File: src/rtl/intc_pkg.sv
// Shared types and vector arithmetic for the nested interrupt controller.
// Assumes vectors are 2 bytes wide and placed downward from offset 0xFE.
package intc_pkg;
    localparam int LVL_W = 3;
    typedef logic [LVL_W-1:0] lvl_t;
    localparam logic [7:0] VEC_TOP = 8'hFE;

    // Low vector byte for a given source index (index NSRC = spurious slot).
    function automatic logic [7:0] vec_lo(input int unsigned idx);
        return VEC_TOP - 8'(2 * idx);
    endfunction
endpackage

File: src/rtl/intc_cfg_regs.sv
// Per-source priority level registers and the vector base register.
// Assumes a single write port per register kind; writes land on the next edge.
module intc_cfg_regs
    import intc_pkg::*;
#(
    parameter int NSRC    = 16,
    parameter int IDXW    = $clog2(NSRC),
    parameter int RST_LVL = 1,
    parameter logic [7:0] RST_BASE = 8'hFF
) (
    input  logic                  clk,
    input  logic                  rst_n,
    input  logic                  lvl_we,
    input  logic [IDXW-1:0]       lvl_idx,
    input  lvl_t                  lvl_din,
    input  logic                  base_we,
    input  logic [7:0]            base_din,
    output logic [NSRC*LVL_W-1:0] lvls,
    output logic [7:0]            base
);
    genvar g;
    generate
        for (g = 0; g < NSRC; g++) begin : g_lvl
            // Hold the programmed level of source g.
            always_ff @(posedge clk) begin
                if (!rst_n)
                    lvls[g*LVL_W +: LVL_W] <= lvl_t'(RST_LVL);
                else if (lvl_we && (lvl_idx == IDXW'(g)))
                    lvls[g*LVL_W +: LVL_W] <= lvl_din;
            end
        end
    endgenerate

    // Hold the vector base byte.
    always_ff @(posedge clk) begin
        if (!rst_n)       base <= RST_BASE;
        else if (base_we) base <= base_din;
    end
endmodule

File: src/rtl/intc_arbiter.sv
// Picks the highest-level eligible source and registers the choice.
// Ties go to the lower index (higher vector address). A flush clears the
// registered choice so a stale winner is never offered after a level change.
module intc_arbiter
    import intc_pkg::*;
#(
    parameter int NSRC = 16,
    parameter int IDXW = $clog2(NSRC)
) (
    input  logic                  clk,
    input  logic                  rst_n,
    input  logic [NSRC-1:0]       req,
    input  logic [NSRC-1:0]       en,
    input  logic [NSRC*LVL_W-1:0] lvls,
    input  logic                  gmask,
    input  lvl_t                  cur_lvl,
    input  logic                  flush,
    output logic                  win_valid,
    output logic [IDXW-1:0]       win_idx,
    output lvl_t                  win_lvl
);
    logic            best_v;
    logic [IDXW-1:0] best_i;
    lvl_t            best_l;

    // Scan from the highest index down so equal levels favour lower indices.
    always_comb begin
        best_v = 1'b0;
        best_i = '0;
        best_l = '0;
        for (int i = NSRC - 1; i >= 0; i--) begin
            if (req[i] && en[i] && !gmask &&
                (lvls[i*LVL_W +: LVL_W] != '0) &&
                (lvls[i*LVL_W +: LVL_W] > cur_lvl) &&
                (!best_v || (lvls[i*LVL_W +: LVL_W] >= best_l))) begin
                best_v = 1'b1;
                best_i = IDXW'(i);
                best_l = lvls[i*LVL_W +: LVL_W];
            end
        end
    end

    // Register the winner; flush on any level transition.
    always_ff @(posedge clk) begin
        if (!rst_n || flush) begin
            win_valid <= 1'b0;
            win_idx   <= '0;
            win_lvl   <= '0;
        end else begin
            win_valid <= best_v;
            win_idx   <= best_i;
            win_lvl   <= best_l;
        end
    end
endmodule

File: src/rtl/intc_lvl_stack.sv
// LIFO of saved working levels. A simultaneous push and pop leaves depth and
// contents unchanged. Overflow or underflow sets a sticky error and is dropped.
module intc_lvl_stack
    import intc_pkg::*;
#(
    parameter int DEPTH = 8
) (
    input  logic clk,
    input  logic rst_n,
    input  logic push,
    input  logic pop,
    input  lvl_t din,
    output lvl_t top,
    output logic err
);
    localparam int AW = $clog2(DEPTH);
    localparam int PW = $clog2(DEPTH + 1);

    lvl_t          mem [DEPTH];
    logic [PW-1:0] ptr;
    logic [PW-1:0] ptr_m1;

    assign ptr_m1 = ptr - PW'(1);
    assign top    = (ptr == '0) ? lvl_t'(0) : mem[ptr_m1[AW-1:0]];

    // Maintain pointer and error flag.
    always_ff @(posedge clk) begin
        if (!rst_n) begin
            ptr <= '0;
            err <= 1'b0;
        end else if (push && pop) begin
            if (ptr == '0) err <= 1'b1;
        end else if (push) begin
            if (ptr == PW'(DEPTH)) err <= 1'b1;
            else                   ptr <= ptr + PW'(1);
        end else if (pop) begin
            if (ptr == '0) err <= 1'b1;
            else           ptr <= ptr_m1;
        end
    end

    // Store a pushed level when there is room.
    always_ff @(posedge clk) begin
        if (rst_n && push && !pop && (ptr != PW'(DEPTH)))
            mem[ptr[AW-1:0]] <= din;
    end
endmodule

File: src/rtl/prio_intc.sv
// Top of the nested interrupt controller: configuration, arbitration,
// level stack and the current working level. Assumes the CPU pulses
// int_ack / int_rti for one cycle and drives gmask from its own mask bit.
module prio_intc
    import intc_pkg::*;
#(
    parameter int NSRC  = 16,
    parameter int DEPTH = 8,
    parameter int IDXW  = $clog2(NSRC)
) (
    input  logic              clk,
    input  logic              rst_n,
    input  logic [NSRC-1:0]   irq_req,
    input  logic [NSRC-1:0]   irq_en,
    input  logic              gmask,
    input  logic              lvl_we,
    input  logic [IDXW-1:0]   lvl_idx,
    input  logic [2:0]        lvl_din,
    input  logic              base_we,
    input  logic [7:0]        base_din,
    input  logic              int_ack,
    input  logic              int_rti,
    output logic              int_req,
    output logic [15:0]       vec_addr,
    output logic [2:0]        cur_lvl,
    output logic              stk_err
);
    localparam logic [7:0] SPUR_LO = vec_lo(NSRC);

    logic [NSRC*LVL_W-1:0] lvls;
    logic [7:0]            base;
    logic                  win_valid;
    logic [IDXW-1:0]       win_idx;
    lvl_t                  win_lvl;
    lvl_t                  stk_top;
    logic                  live;
    logic                  take;

    intc_cfg_regs #(.NSRC(NSRC), .IDXW(IDXW)) u_cfg (
        .clk(clk), .rst_n(rst_n),
        .lvl_we(lvl_we), .lvl_idx(lvl_idx), .lvl_din(lvl_din),
        .base_we(base_we), .base_din(base_din),
        .lvls(lvls), .base(base)
    );

    intc_arbiter #(.NSRC(NSRC), .IDXW(IDXW)) u_arb (
        .clk(clk), .rst_n(rst_n),
        .req(irq_req), .en(irq_en), .lvls(lvls), .gmask(gmask),
        .cur_lvl(cur_lvl), .flush(take || int_rti),
        .win_valid(win_valid), .win_idx(win_idx), .win_lvl(win_lvl)
    );

    intc_lvl_stack #(.DEPTH(DEPTH)) u_stk (
        .clk(clk), .rst_n(rst_n),
        .push(take), .pop(int_rti), .din(cur_lvl),
        .top(stk_top), .err(stk_err)
    );

    // Winner still present at delivery time; otherwise the spurious slot.
    assign live     = win_valid && irq_req[win_idx] && irq_en[win_idx];
    assign take     = int_ack && win_valid;
    assign int_req  = win_valid;
    assign vec_addr = {base, live ? vec_lo(32'(win_idx)) : SPUR_LO};

    // Update the working level on acknowledge and return.
    always_ff @(posedge clk) begin
        if (!rst_n)               cur_lvl <= '0;
        else if (take && live)    cur_lvl <= win_lvl;
        else if (int_rti)         cur_lvl <= stk_top;
    end
endmodule

File: config.mk
export PLATFORM = sky130hd
export DESIGN_NAME = prio_intc
export DESIGN_NICKNAME = d
export VERILOG_FILES = /design/src/rtl/intc_pkg.sv /design/src/rtl/intc_cfg_regs.sv /design/src/rtl/intc_arbiter.sv /design/src/rtl/intc_lvl_stack.sv /design/src/rtl/prio_intc.sv
export SDC_FILE = /design/constraint.sdc
export NUM_CORES = 1
export LEC_CHECK = 0
export ABC_AREA = 1
export CAP_MARGIN = 20
export CORE_MARGIN = 4
export CORE_UTILIZATION = 50
export CTS_BUF_LIST = sky130_fd_sc_hd__clkbuf_16
export CTS_CLUSTER_SIZE = 40
export DETAILED_ROUTE_END_ITERATION = 7
export DONT_BUFFER_PORTS = 1
export GPL_TIMING_DRIVEN = 0
export PLACE_DENSITY = 0.7
export SYNTH_ARGS = -nofsm -noshare
export SYNTH_HDL_FRONTEND = slang
export SYNTH_HIERARCHICAL = 1
export SYNTH_SLANG_ARGS = --single-unit
File: constraint.sdc
create_clock -name clk -period 25.5 [get_ports clk]
set_clock_uncertainty 0.2 [all_clocks]
set_input_delay 1.275 -clock clk [delete_from_list [all_inputs] [get_ports clk]]
set_output_delay 1.275 -clock clk [all_outputs]
set_load 0.01 [all_outputs]
After elaboration in Yosys (flattened, before gate mapping):

Memories as Yosys holds them, arrays and structs flattened.
Index checks and enable logic that the tools add are counted.

* flip-flop bits (word level): 72
* RAM bits: 24
* bits of input ports: 54
* output and inout bits: 21
* word-level logic and storage cells: 314
* memories kept: 1

Memory list
* u_stk.mem: depth 8, width 3, rd ports 1, clocked after memory_dff 0, write ports 1, line intc_lvl_stack.sv:19 `lvl_t mem [DEPTH];`

* add/subtract/negate cells: 3
* $lt $le $gt $ge: 32
* equal/unequal tests: 20
* muxes and demuxes: 66
* bitwise gates (word level): 1
* reductions and logical operators: 165

Operators with widths (number)
* 1-bit logical AND: 103
* 3-bit two-way mux: 23
* 3-bit nonzero test: 17
* 3-bit > comparator: 16
* 4-bit two-way mux: 12
* 3-bit >= comparator: 15
* 4-bit == test (second input constant): 9
* 1-bit two-way mux: 26
* 1-bit logical NOT: 18
* 1-bit logical OR: 17
* 4-bit by 3-bit == test with 1-bit output (second input constant): 4
* 9-bit OR reduction: 1
* 1-bit binary-select mux with 4-bit select: 2
* 4-bit by 2-bit == test with 1-bit output (second input constant): 2
* 4-bit logical NOT: 2
* 8-bit two-way mux: 1
* 2-bit by 6-bit subtractor with 7-bit output (first input constant): 1
* 4-bit by 5-bit less-than comparator with 1-bit output (second input constant): 1
* 5-bit OR reduction: 1
* 4-bit by 1-bit adder with 4-bit output (second input constant): 1
* 4-bit by 1-bit == test with 1-bit output (second input constant): 1
* 2-bit two-way mux: 2
* 2-bit != test (second input constant): 2
* 4-bit != test (second input constant): 1
* 8 further kinds: 9

Depth between registers and ports, before layout:

Gate-level depths: netlist of run 1.

* depth after elaboration: 65
* gate-level depth with buffers: 154
* gate-level depth less buffers: 153

By module:

The synthesis of run 1 kept the hierarchy.

By module, submodules not included
* intc_arbiter: times used 1, cells each 578, area each 3636.0 µm², sequential area each 160.2 µm²
* intc_cfg_regs: times used 1, cells each 309, area each 2179.6 µm², sequential area each 1121.1 µm²
* intc_lvl_stack: times used 1, cells each 142, area each 1443.9 µm², sequential area each 820.8 µm²
* prio_intc: times used 1, cells each 85, area each 506.7 µm², sequential area each 60.1 µm²

Worst setup path after synthesis of run 1:

OpenSTA, ideal clock, no wires.

* path kind: input to register
* start: input irq_req[15]
* end: register u_arb.win_idx[1]
* setup time: 73 ps
* data arrival time: 15777 ps
* data required time: 25227 ps
* setup slack: 9450 ps
* cell stages on the path: 141
* path buffers: 1
* path through: nand2_1 > nor2_1 > nand2_1 > nor2_2 > nand2_4 > nor2_1 > inv_1 > ha_1 > and3_1 > nor2_1 > nand2_1 > nand2_1 > nand2_1 > o21ai_0 > ha_1 > o21ai_0 > nand2_1 > a21oi_1 > (+105 left out) > and2_1 > ha_1 > o21ai_0 > nand2_1 > a21oi_1 > nand2_1 > nand2_1 > inv_2 > nand2_1 > nand2_1 > ha_1 > o21ai_0 > nand2_1 > a21oi_1 > nand2_2 > nand2_2 > nand2_2 > nor3_2

* cells in the longest elaborated chain, start to end: 65
* elaborated cells between the ends (all ways): 109
* classes of those cells: order compare (15); mux (44); reduce/logical (50)

RTL lines
* from (decl): line prio_intc.sv:13 `input logic [NSRC-1:0] irq_req,`
* 1-bit logical AND * (3 in a row): line intc_arbiter.sv:32 `if (req[i] && en[i] && !gmask &&`
* 1-bit logical AND *: line intc_arbiter.sv:33 `(lvls[i*LVL_W +: LVL_W] != '0) &&`
* 3-bit two-way mux or 1-bit two-way mux (tied branches): line intc_arbiter.sv:32
* 3-bit >= comparator or 1-bit logical NOT (tied branches): line intc_arbiter.sv:35 `(!best_v || (lvls[i*LVL_W +: LVL_W] >= best_l))) begin`
* 1-bit logical OR: line intc_arbiter.sv:35
* 1-bit logical AND: line intc_arbiter.sv:34 `(lvls[i*LVL_W +: LVL_W] > cur_lvl) &&`
* 3-bit two-way mux or 1-bit two-way mux (tied branches): line intc_arbiter.sv:32
* 3-bit >= comparator or 1-bit logical NOT (tied branches): line intc_arbiter.sv:35
* (+47 left out)
* 3-bit >= comparator or 1-bit logical NOT (tied branches): line intc_arbiter.sv:35
* 1-bit logical OR: line intc_arbiter.sv:35
* 1-bit logical AND: line intc_arbiter.sv:34
* 3-bit two-way mux or 1-bit two-way mux (tied branches): line intc_arbiter.sv:32
* 3-bit >= comparator or 1-bit logical NOT (tied branches): line intc_arbiter.sv:35
* 1-bit logical OR: line intc_arbiter.sv:35
* 1-bit logical AND: line intc_arbiter.sv:34
* 3-bit OR reduction (no source line)
* to (signal assigned): line intc_arbiter.sv:51 `win_idx <= best_i;`
* to (decl): line intc_arbiter.sv:19 `output logic [IDXW-1:0] win_idx,`

Mark *: on every way between the ends. The rest lies on a longest branch, timed or not.
A chain may end at the register's enable or synchronous reset.

Worst setup path after layout of run 1:

* start: register cur_lvl[2]
* end: register u_arb.win_idx[1]

* cells in the longest elaborated chain, start to end: 63
* elaborated cells between the ends (all ways): 137
* classes of those cells: order compare (31); mux (44); reduce/logical (62)

RTL lines
* from (decl): line prio_intc.sv:25 `output logic [2:0] cur_lvl,`
* from (signal assigned): line prio_intc.sv:68 `else if (take && live) cur_lvl <= win_lvl;`
* from (signal assigned): line prio_intc.sv:69 `else if (int_rti) cur_lvl <= stk_top;`
* 3-bit > comparator: line intc_arbiter.sv:34
* 1-bit logical AND: line intc_arbiter.sv:33
* 3-bit two-way mux or 1-bit two-way mux (tied branches): line intc_arbiter.sv:32
* 3-bit >= comparator or 1-bit logical NOT (tied branches): line intc_arbiter.sv:35
* 1-bit logical OR: line intc_arbiter.sv:35
* 1-bit logical AND: line intc_arbiter.sv:34
* 3-bit two-way mux or 1-bit two-way mux (tied branches): line intc_arbiter.sv:32
* 3-bit >= comparator or 1-bit logical NOT (tied branches): line intc_arbiter.sv:35
* (+47 left out)
* 3-bit >= comparator or 1-bit logical NOT (tied branches): line intc_arbiter.sv:35
* 1-bit logical OR: line intc_arbiter.sv:35
* 1-bit logical AND: line intc_arbiter.sv:34
* 3-bit two-way mux or 1-bit two-way mux (tied branches): line intc_arbiter.sv:32
* 3-bit >= comparator or 1-bit logical NOT (tied branches): line intc_arbiter.sv:35
* 1-bit logical OR: line intc_arbiter.sv:35
* 1-bit logical AND: line intc_arbiter.sv:34
* 3-bit OR reduction (no source line)

Several ways; a longest one is shown, not always the timed one.

==> flow_summary.yaml, run 1 <==
place:
  port-buffer-count: 0
  gpl.final_weighted_congestion: 0.897
  dp_hpwl_um: 15300
clock_tree:
  cts.path.max_buffers: 2
  worstSkewPairLatency_ns: 0.34
  clock_tree_from_tritoncts: "built"
  holdBufCountCts: 0
  cts-htree-levels: 3
  post_cts.resized_instances: 0
  cts-root-buf: "sky130_fd_sc_hd__clkbuf_16"
  clock_sink_count: 96
  postCtsSetupBuffers: 0
  cts_buffers: 9
  clkSlewWorstSetupHoldPaths_ns: 0.07
finish:
  proportion_of_layout_cells_with_a_drive_suffix_above_1: 0.126
  area_growth_syn_to_layout_pct: 6.73
  sequential_cell_area_mm2: 0.00216
  multiInputGateArea_mm2: 0.00491
  num-fill-cells: 1531
  finish.utilization: 0.545
  num_antenna_cells: 0
  nets: 1270
synth:
  yosys_register_bits: 96
  synthTopCellsByArea: "sky130_fd_sc_hd__dfxtp_1, sky130_fd_sc_hd__ha_1, sky130_fd_sc_hd__nand2_1"
  library_cells_used_by_synthesis: 52
  sequential_element_share_of_the_synthesized_area: 0.278
  share_of_yosys_cell_area_claimed_by_the_top_area_cell_type: 0.186
  yosys-mux-area-fraction: 0
  post-synth-top-area-cell: "sky130_fd_sc_hd__dfxtp_1"
  syn_area_mm2: 0.00777
  synth_simple_gate_area_frac: 0.397
  synth_compound_area_frac: 0.0868
  ys.warnings.count: 6
  dominant_combinational_cell_family_by_area_after_synthesis: "simple AND/OR/NAND/NOR gates"
  yosys.area_share.xor_xnor: 0.00322
  synth_async_sr_flop_share: 0
  synthAdderAreaFrac: 0.143
  post_synth.cell_area_avg_um2: 6.97
  ys.flop_type: "sky130_fd_sc_hd__dfxtp_1"
  synth-edff-count: 24
  syn_inst: 1114
sta:
  timing.setup.tns_ns: 0
  period_share: 0.740
  grt_setup_unrepaired: "false"
  fmax_mhz: 53.0
  worst_slew_pin_slew_ns: 1.00
  hold_ws_ns: 0.282
  layout_min_cycle_time_ns: 18.87
  final-setup-viol-count: 0
  timing.slew.headroom: 0.313
  timing_max_transition_violations_final: 0
  hold_violations: 0
power:
  total_power_mw: 0.776
  power_leakage_nw: 4.01
  power_density_mw_per_mm2: 93.7
  vdd_ir_drop_max_mv: 0.0428
worst_setup_path:
  critPathCaptureType: "flip-flop"
  dominant_cell_type_by_count_on_the_critical_path: "sky130_fd_sc_hd__nand2_1"
  reg2regPathDepth: 140
  timing_worst_setup_path_type: "reg -> reg"
  worst_setup_path_start_kind: "flip-flop"
  ff2ff_setup_slack_ns: 6.63
  timing.rr.start: "cur_lvl[2]$_SDFFE_PN0P_"
  path_max_fanout: 16
  critical_path_arrival_ns: 18.95
  critical_path.slowest_cell: "sky130_fd_sc_hd__dfxtp_1"
  worstReg2RegEnd: "u_arb/win_idx[1]$_SDFF_PP0_"
  slowest_delay_ns: 0.65
  worst_ep_required_time_ns: 25.57
floorplanning:
  placement_rows: 45
  fp.dieArea_mm2: 0.0176
  pin_count: 75
  die_width_um: 133
  coreArea_mm2: 0.0152
  start_util: 0.511
  dieHeight_um: 133
hold_path:
  hold_path_depth: 2
  worst_hold_path_type: "reg -> reg"
  hp-start: "u_cfg/lvls[36]$_SDFFE_PN1P_"
  holdPathEnd: "u_cfg/lvls[36]$_SDFFE_PN1P_"
drt:
  drt_pass1_iterations: 7
  avgRoutedWirePerCell_um: 14.8
  drt_iter0_markers: 512
  detail_route.drc_violations: 0
  postRouteAntennaNets: 0
  drt_wl_total_um: 19500
  routed_via_density: 5.29
  vias: 6988
run_status:
  outcome: "finished clean"
grt:
  wire_length_of_the_first_global_routing_pass_um: 32100
  residual_overflow_from_global_routing: 0
  number_of_global_route_vias_before_repair: 6513
  pin_count_of_the_biggest_net_entering_global_routing: 27
  grt_antenna_before_repair: 0
  grt.total_usage: 0.222
run:
  timing.max_cap.violations: 0
-- metrics by stage --
step / cell area [um2] / worst slack (ns) / instances
5_1_grt: 8290 / 4.63 / 1320
4_1_cts: 8290 / 6.75 / 1320
3_5_place_dp: 8010 / 6.88 / 1304
6_report: 8290 / 6.63 / 1320
2_1_floorplan: 7770 / 9.45 / 1115
3_3_place_gp: 8010 / 7.04 / 1303
-- layout make-up --
cell class | count | area share
Multi-Input combinational cell | 856 | 0.592
Sequential cell | 96 | 0.261
Inverter | 139 | 0.0651
Tap cell | 188 | 0.0284
Clock buffer | 9 | 0.0272
Buffer | 24 | 0.0193
Clock inverter | 7 | 0.00649
Timing Repair Buffer | 1 | 0.000453
-- Yosys cell counts (6+ instances only) --
cell type / count
sky130_fd_sc_hd__a211oi_1: 9
sky130_fd_sc_hd__buf_6: 6
sky130_fd_sc_hd__nand2_1: 255
sky130_fd_sc_hd__nand2_2: 29
sky130_fd_sc_hd__inv_2: 12
sky130_fd_sc_hd__dfxtp_1: 72
sky130_fd_sc_hd__o21ai_1: 20
sky130_fd_sc_hd__nand3_1: 118
sky130_fd_sc_hd__buf_4: 6
sky130_fd_sc_hd__a21oi_1: 24
sky130_fd_sc_hd__buf_1: 6
sky130_fd_sc_hd__nor3_1: 15
sky130_fd_sc_hd__nor2_1: 138
sky130_fd_sc_hd__nor2_2: 17
sky130_fd_sc_hd__ha_1: 89
sky130_fd_sc_hd__and2_1: 6
sky130_fd_sc_hd__edfxtp_1: 24
sky130_fd_sc_hd__nand2_4: 10
sky130_fd_sc_hd__nand3_2: 20
sky130_fd_sc_hd__inv_1: 122
sky130_fd_sc_hd__o21ai_0: 55
sky130_fd_sc_hd__nand4_1: 6
-- flip-flops by register name, summed over array words and instances, names as in the netlist --
register	flops
u_stk/ptr	4
u_arb/win_lvl	3
u_stk/mem	24
u_cfg/base	8
u_arb/win_valid	1
u_cfg/lvls	48
u_arb/win_idx	4
cur_lvl	3
u_stk/err	1
-- cells in the final DEF, fill, tap and decap left out, drive strengths merged, types with 2 or more instances in the layout --
cell        n
nand2     294
nor2      159
inv       141
nand3     139
ha         89
o21ai      77
dfxtp      72
a21oi      25
edfxtp     24
buf        21
nor3       20
clkbuf     13
a211oi      9
nand4       8
and2        6
nand3b      4
a2111oi     4
nor4        4
conb        3
clkinvlp    3
or2         3
and3        2
o21bai      2
clkinv      2
xnor2       2
-- where the power goes --
part	total, mW	leakage, nW	internal (mW)	switching [mW]
logic	0.451	3.07	0.163	0.288
registers	0.198	0.809	0.174	0.0243
clock network	0.127	0.130	0.0671	0.0603
-- kinds of logic after synthesis --
kind of cell    after synthesis
simple gates                641
other cells                   2
flops                        96
compound gates              121
fa+ha+maj                    89
xor+xnor                      2
buf+inv                     163
-- metal layers --
| layer | vias up | wire [um] | GRT usage |
|---|---|---|---|
| li1 | 3685 | - | - |
| met1 | 3106 | 9020 | 0.295 |
| met2 | 164 | 8790 | 0.360 |
| met3 | 33 | 1120 | 0.0411 |
| met4 | 0 | 621 | 0.0837 |
| met5 | - | 0 | 0 |
-- worst max-delay path by stage --
stage | start | to | slack [ns] | depth (start not counted)
after floorplan | irq_req[15] | u_arb/win_idx[1]$_SDFF_PP0_ | 9.45 | 141
after global placement | cur_lvl[0]$_SDFFE_PN0P_ | u_arb/win_lvl[1]$_SDFF_PP0_ | 7.04 | 139
after detailed placement | cur_lvl[2]$_SDFFE_PN0P_ | u_arb/win_lvl[1]$_SDFF_PP0_ | 6.88 | 141
after CTS | cur_lvl[2]$_SDFFE_PN0P_ | u_arb/win_idx[1]$_SDFF_PP0_ | 6.75 | 140
after global routing | cur_lvl[1]$_SDFFE_PN0P_ | u_arb/win_idx[0]$_SDFF_PP0_ | 4.63 | 140
final | cur_lvl[2]$_SDFFE_PN0P_ | u_arb/win_idx[1]$_SDFF_PP0_ | 6.63 | 140
-- worst max-delay path, delay by kind of cell, from the launching register on --
kind / cells / cell delay (ns)
fa+ha+maj: 16 / 4.74
compound gates: 34 / 5.13
buf+inv: 17 / 1.56
simple gates: 73 / 6.50
flops: 1 / 0.65
Power figures use the tool's default switching activity.
==> run 2, diff against run 1 <==
==> constraint.sdc (replaced) <==
create_clock -name clk -period 19.16 [get_ports clk]
set_clock_uncertainty 0.2 [all_clocks]
set_input_delay 0.958 -clock clk [delete_from_list [all_inputs] [get_ports clk]]
set_output_delay 0.958 -clock clk [all_outputs]
set_load 0.01 [all_outputs]
==> run 2 against run 1 <==
  * Setup slack got worse by 5.0 ns
  * Die area did not move
  * Fmax is 7.8% higher
  * Core utilization is 1.1 points higher
==> flow_summary.yaml, run 2 (synthesis results as in run 1) <==
power:
  netSwitchingFraction: 0.476
  vdd_ir_drop_max_mv: 0.0603
  power.switching_mw: 0.506
  combPwrFrac: 0.591
  power_frac_seq: 0.250
  power_frac_clock: 0.160
  cell_internal_pwr_mw: 0.557
  power_density_mw_per_mm2: 126
  power_leakage_nw: 4.10
  total_power_mw: 1.06
worst_setup_path:
  worst_ep_required_time_ns: 19.24
  slowest_delay_ns: 0.43
  worst_setup_path_start_kind: "flip-flop"
  timing.critical_path.max_delay_family: "simple AND/OR/NAND/NOR gates"
  critical_path.slowest_cell: "sky130_fd_sc_hd__dfxtp_4"
  cp_bufs_invs: 19
  path_max_fanout: 11
  dominant_cell_type_by_count_on_the_critical_path: "sky130_fd_sc_hd__nand2_1"
  timing_worst_setup_path_type: "reg -> reg"
  critical_path_arrival_ns: 17.59
  critPathCaptureType: "flip-flop"
grt:
  number_of_global_route_vias_before_repair: 6513
  wire_length_of_the_first_global_routing_pass_um: 32100
  residual_overflow_from_global_routing: 0
  pin_count_of_the_biggest_net_entering_global_routing: 27
  grt_antenna_before_repair: 0
  grt.total_usage: 0.222
drt:
  detail_route.drc_violations: 0
  postRouteAntennaNets: 0
  drt_pass1_iterations: 5
  vias: 7084
  drt_iter0_markers: 531
  drt_wl_total_um: 19800
  avgRoutedWirePerCell_um: 14.8
  routed_via_density: 5.31
floorplanning:
  pin_count: 75
  die_width_um: 133
  dieHeight_um: 133
  start_util: 0.511
  coreArea_mm2: 0.0152
  fp.dieArea_mm2: 0.0176
  placement_rows: 45
run_status:
  outcome: "finished clean"
finish:
  largest_reg_flops: 48
  proportion_of_layout_cells_with_a_drive_suffix_above_1: 0.146
  finish.utilization: 0.556
  nets: 1285
  largest-register: "u_cfg/lvls"
  num-fill-cells: 1508
  final_cell_mix: "sky130_fd_sc_hd__nand2_1, sky130_fd_sc_hd__nor2_1, sky130_fd_sc_hd__inv_1"
  area_growth_syn_to_layout_pct: 8.83
  num_antenna_cells: 0
  final_common_cell: "sky130_fd_sc_hd__nand2_1"
hold_path:
  worst_hold_path_type: "reg -> reg"
clock_tree:
  cts-htree-levels: 3
  clkSlewWorstSetupHoldPaths_ns: 0.07
  cts-root-buf: "sky130_fd_sc_hd__clkbuf_16"
  clock_tree_from_tritoncts: "built"
  cts_buffers: 9
  clock_sink_count: 96
  cts.path.max_buffers: 2
  worstSkewPairLatency_ns: 0.35
sta:
  worst_slew_pin_slew_ns: 1.18
  period_share: 0.914
  timing_max_transition_violations_final: 0
  fmax_mhz: 57.1
  final-setup-viol-count: 0
  timing.slew.headroom: 0.192
  hold_violations: 0
  layout_min_cycle_time_ns: 17.51
run:
  timing.max_cap.violations: 0
place:
  gpl.final_weighted_congestion: 0.897
  dp_hpwl_um: 15300
  port-buffer-count: 0
run 2: path summary, 6_finish.rpt:
check | end | from | slack [ns] | cells after the start
worst max-delay path | u_arb/win_idx[1]$_SDFF_PP0_ | cur_lvl[2]$_SDFFE_PN0P_ | 1.65 | 143
worst max register to register | u_arb/win_idx[1]$_SDFF_PP0_ | cur_lvl[2]$_SDFFE_PN0P_ | 1.65 | 143
worst min register to register | u_cfg/lvls[36]$_SDFFE_PN1P_ | u_cfg/lvls[36]$_SDFFE_PN1P_ | 0.29 | 2
worst min-delay path | u_cfg/lvls[36]$_SDFFE_PN1P_ | u_cfg/lvls[36]$_SDFFE_PN1P_ | 0.29 | 2
run 2: area by class of cell:
type | instances | area [um2] | share of cell area
buffer | 24 | 160 | 0.0189
clock buffer | 9 | 225 | 0.0266
clock inverter | 7 | 53.8 | 0.00637
inverter | 139 | 547 | 0.0647
multi-input combinational | 856 | 4940 | 0.585
sequential | 96 | 2170 | 0.257
tap | 188 | 235 | 0.0278
timing repair buffer | 16 | 114 | 0.0135
run 2: metal layers:
layer | share of wire | vias to the layer above | track usage | wire [um]
li1 | - | 3717 | - | -
met3 | 0.053 | 34 | 0.0411 | 1060
met4 | 0.033 | 0 | 0.0837 | 645
met5 | 0 | - | 0 | 0
met2 | 0.45 | 167 | 0.360 | 8930
met1 | 0.46 | 3166 | 0.295 | 9140
run 2: power by group through the flow:
stage / combinational, mW / clock, mW / sequential (mW)
6_report: 0.629 / 0.170 / 0.265
5_1_grt: 0.720 / 0.181 / 0.269
4_1_cts: 0.596 / 0.175 / 0.265
3_5_place_dp: 0.589 / 0 / 0.270
3_3_place_gp: 0.580 / 0 / 0.269
2_1_floorplan: 0.474 / 0 / 0.256
run 2: worst min-delay path, delay by kind of cell (launching register included):
kind | cells | cell delay, ns
and+or+nand+nor | 2 | 0.13
DFF | 1 | 0.33
run 2: repair_timing:
action | 4_1_cts | 5_1_grt
gates resized for setup | 0 | 25
endpoints found under the setup margin | 0 | 7
setup buffers | 0 | 15
hold buffers | 0 | 0
run 2: per-stage QoR:
stage	hold slack, ns	std cells	setup WS, ns	instance area, um2	setup TNS (ns)
finish	0.285	1335	1.65	8450	0
global route	0.301	1335	-0.0707	8450	-0.259
CTS	0.284	1320	0.415	8290	0
detailed placement	0.267	1304	0.542	8010	0
global placement	0.254	1303	0.700	8010	0
floorplan	0.242	1115	3.30	7770	0
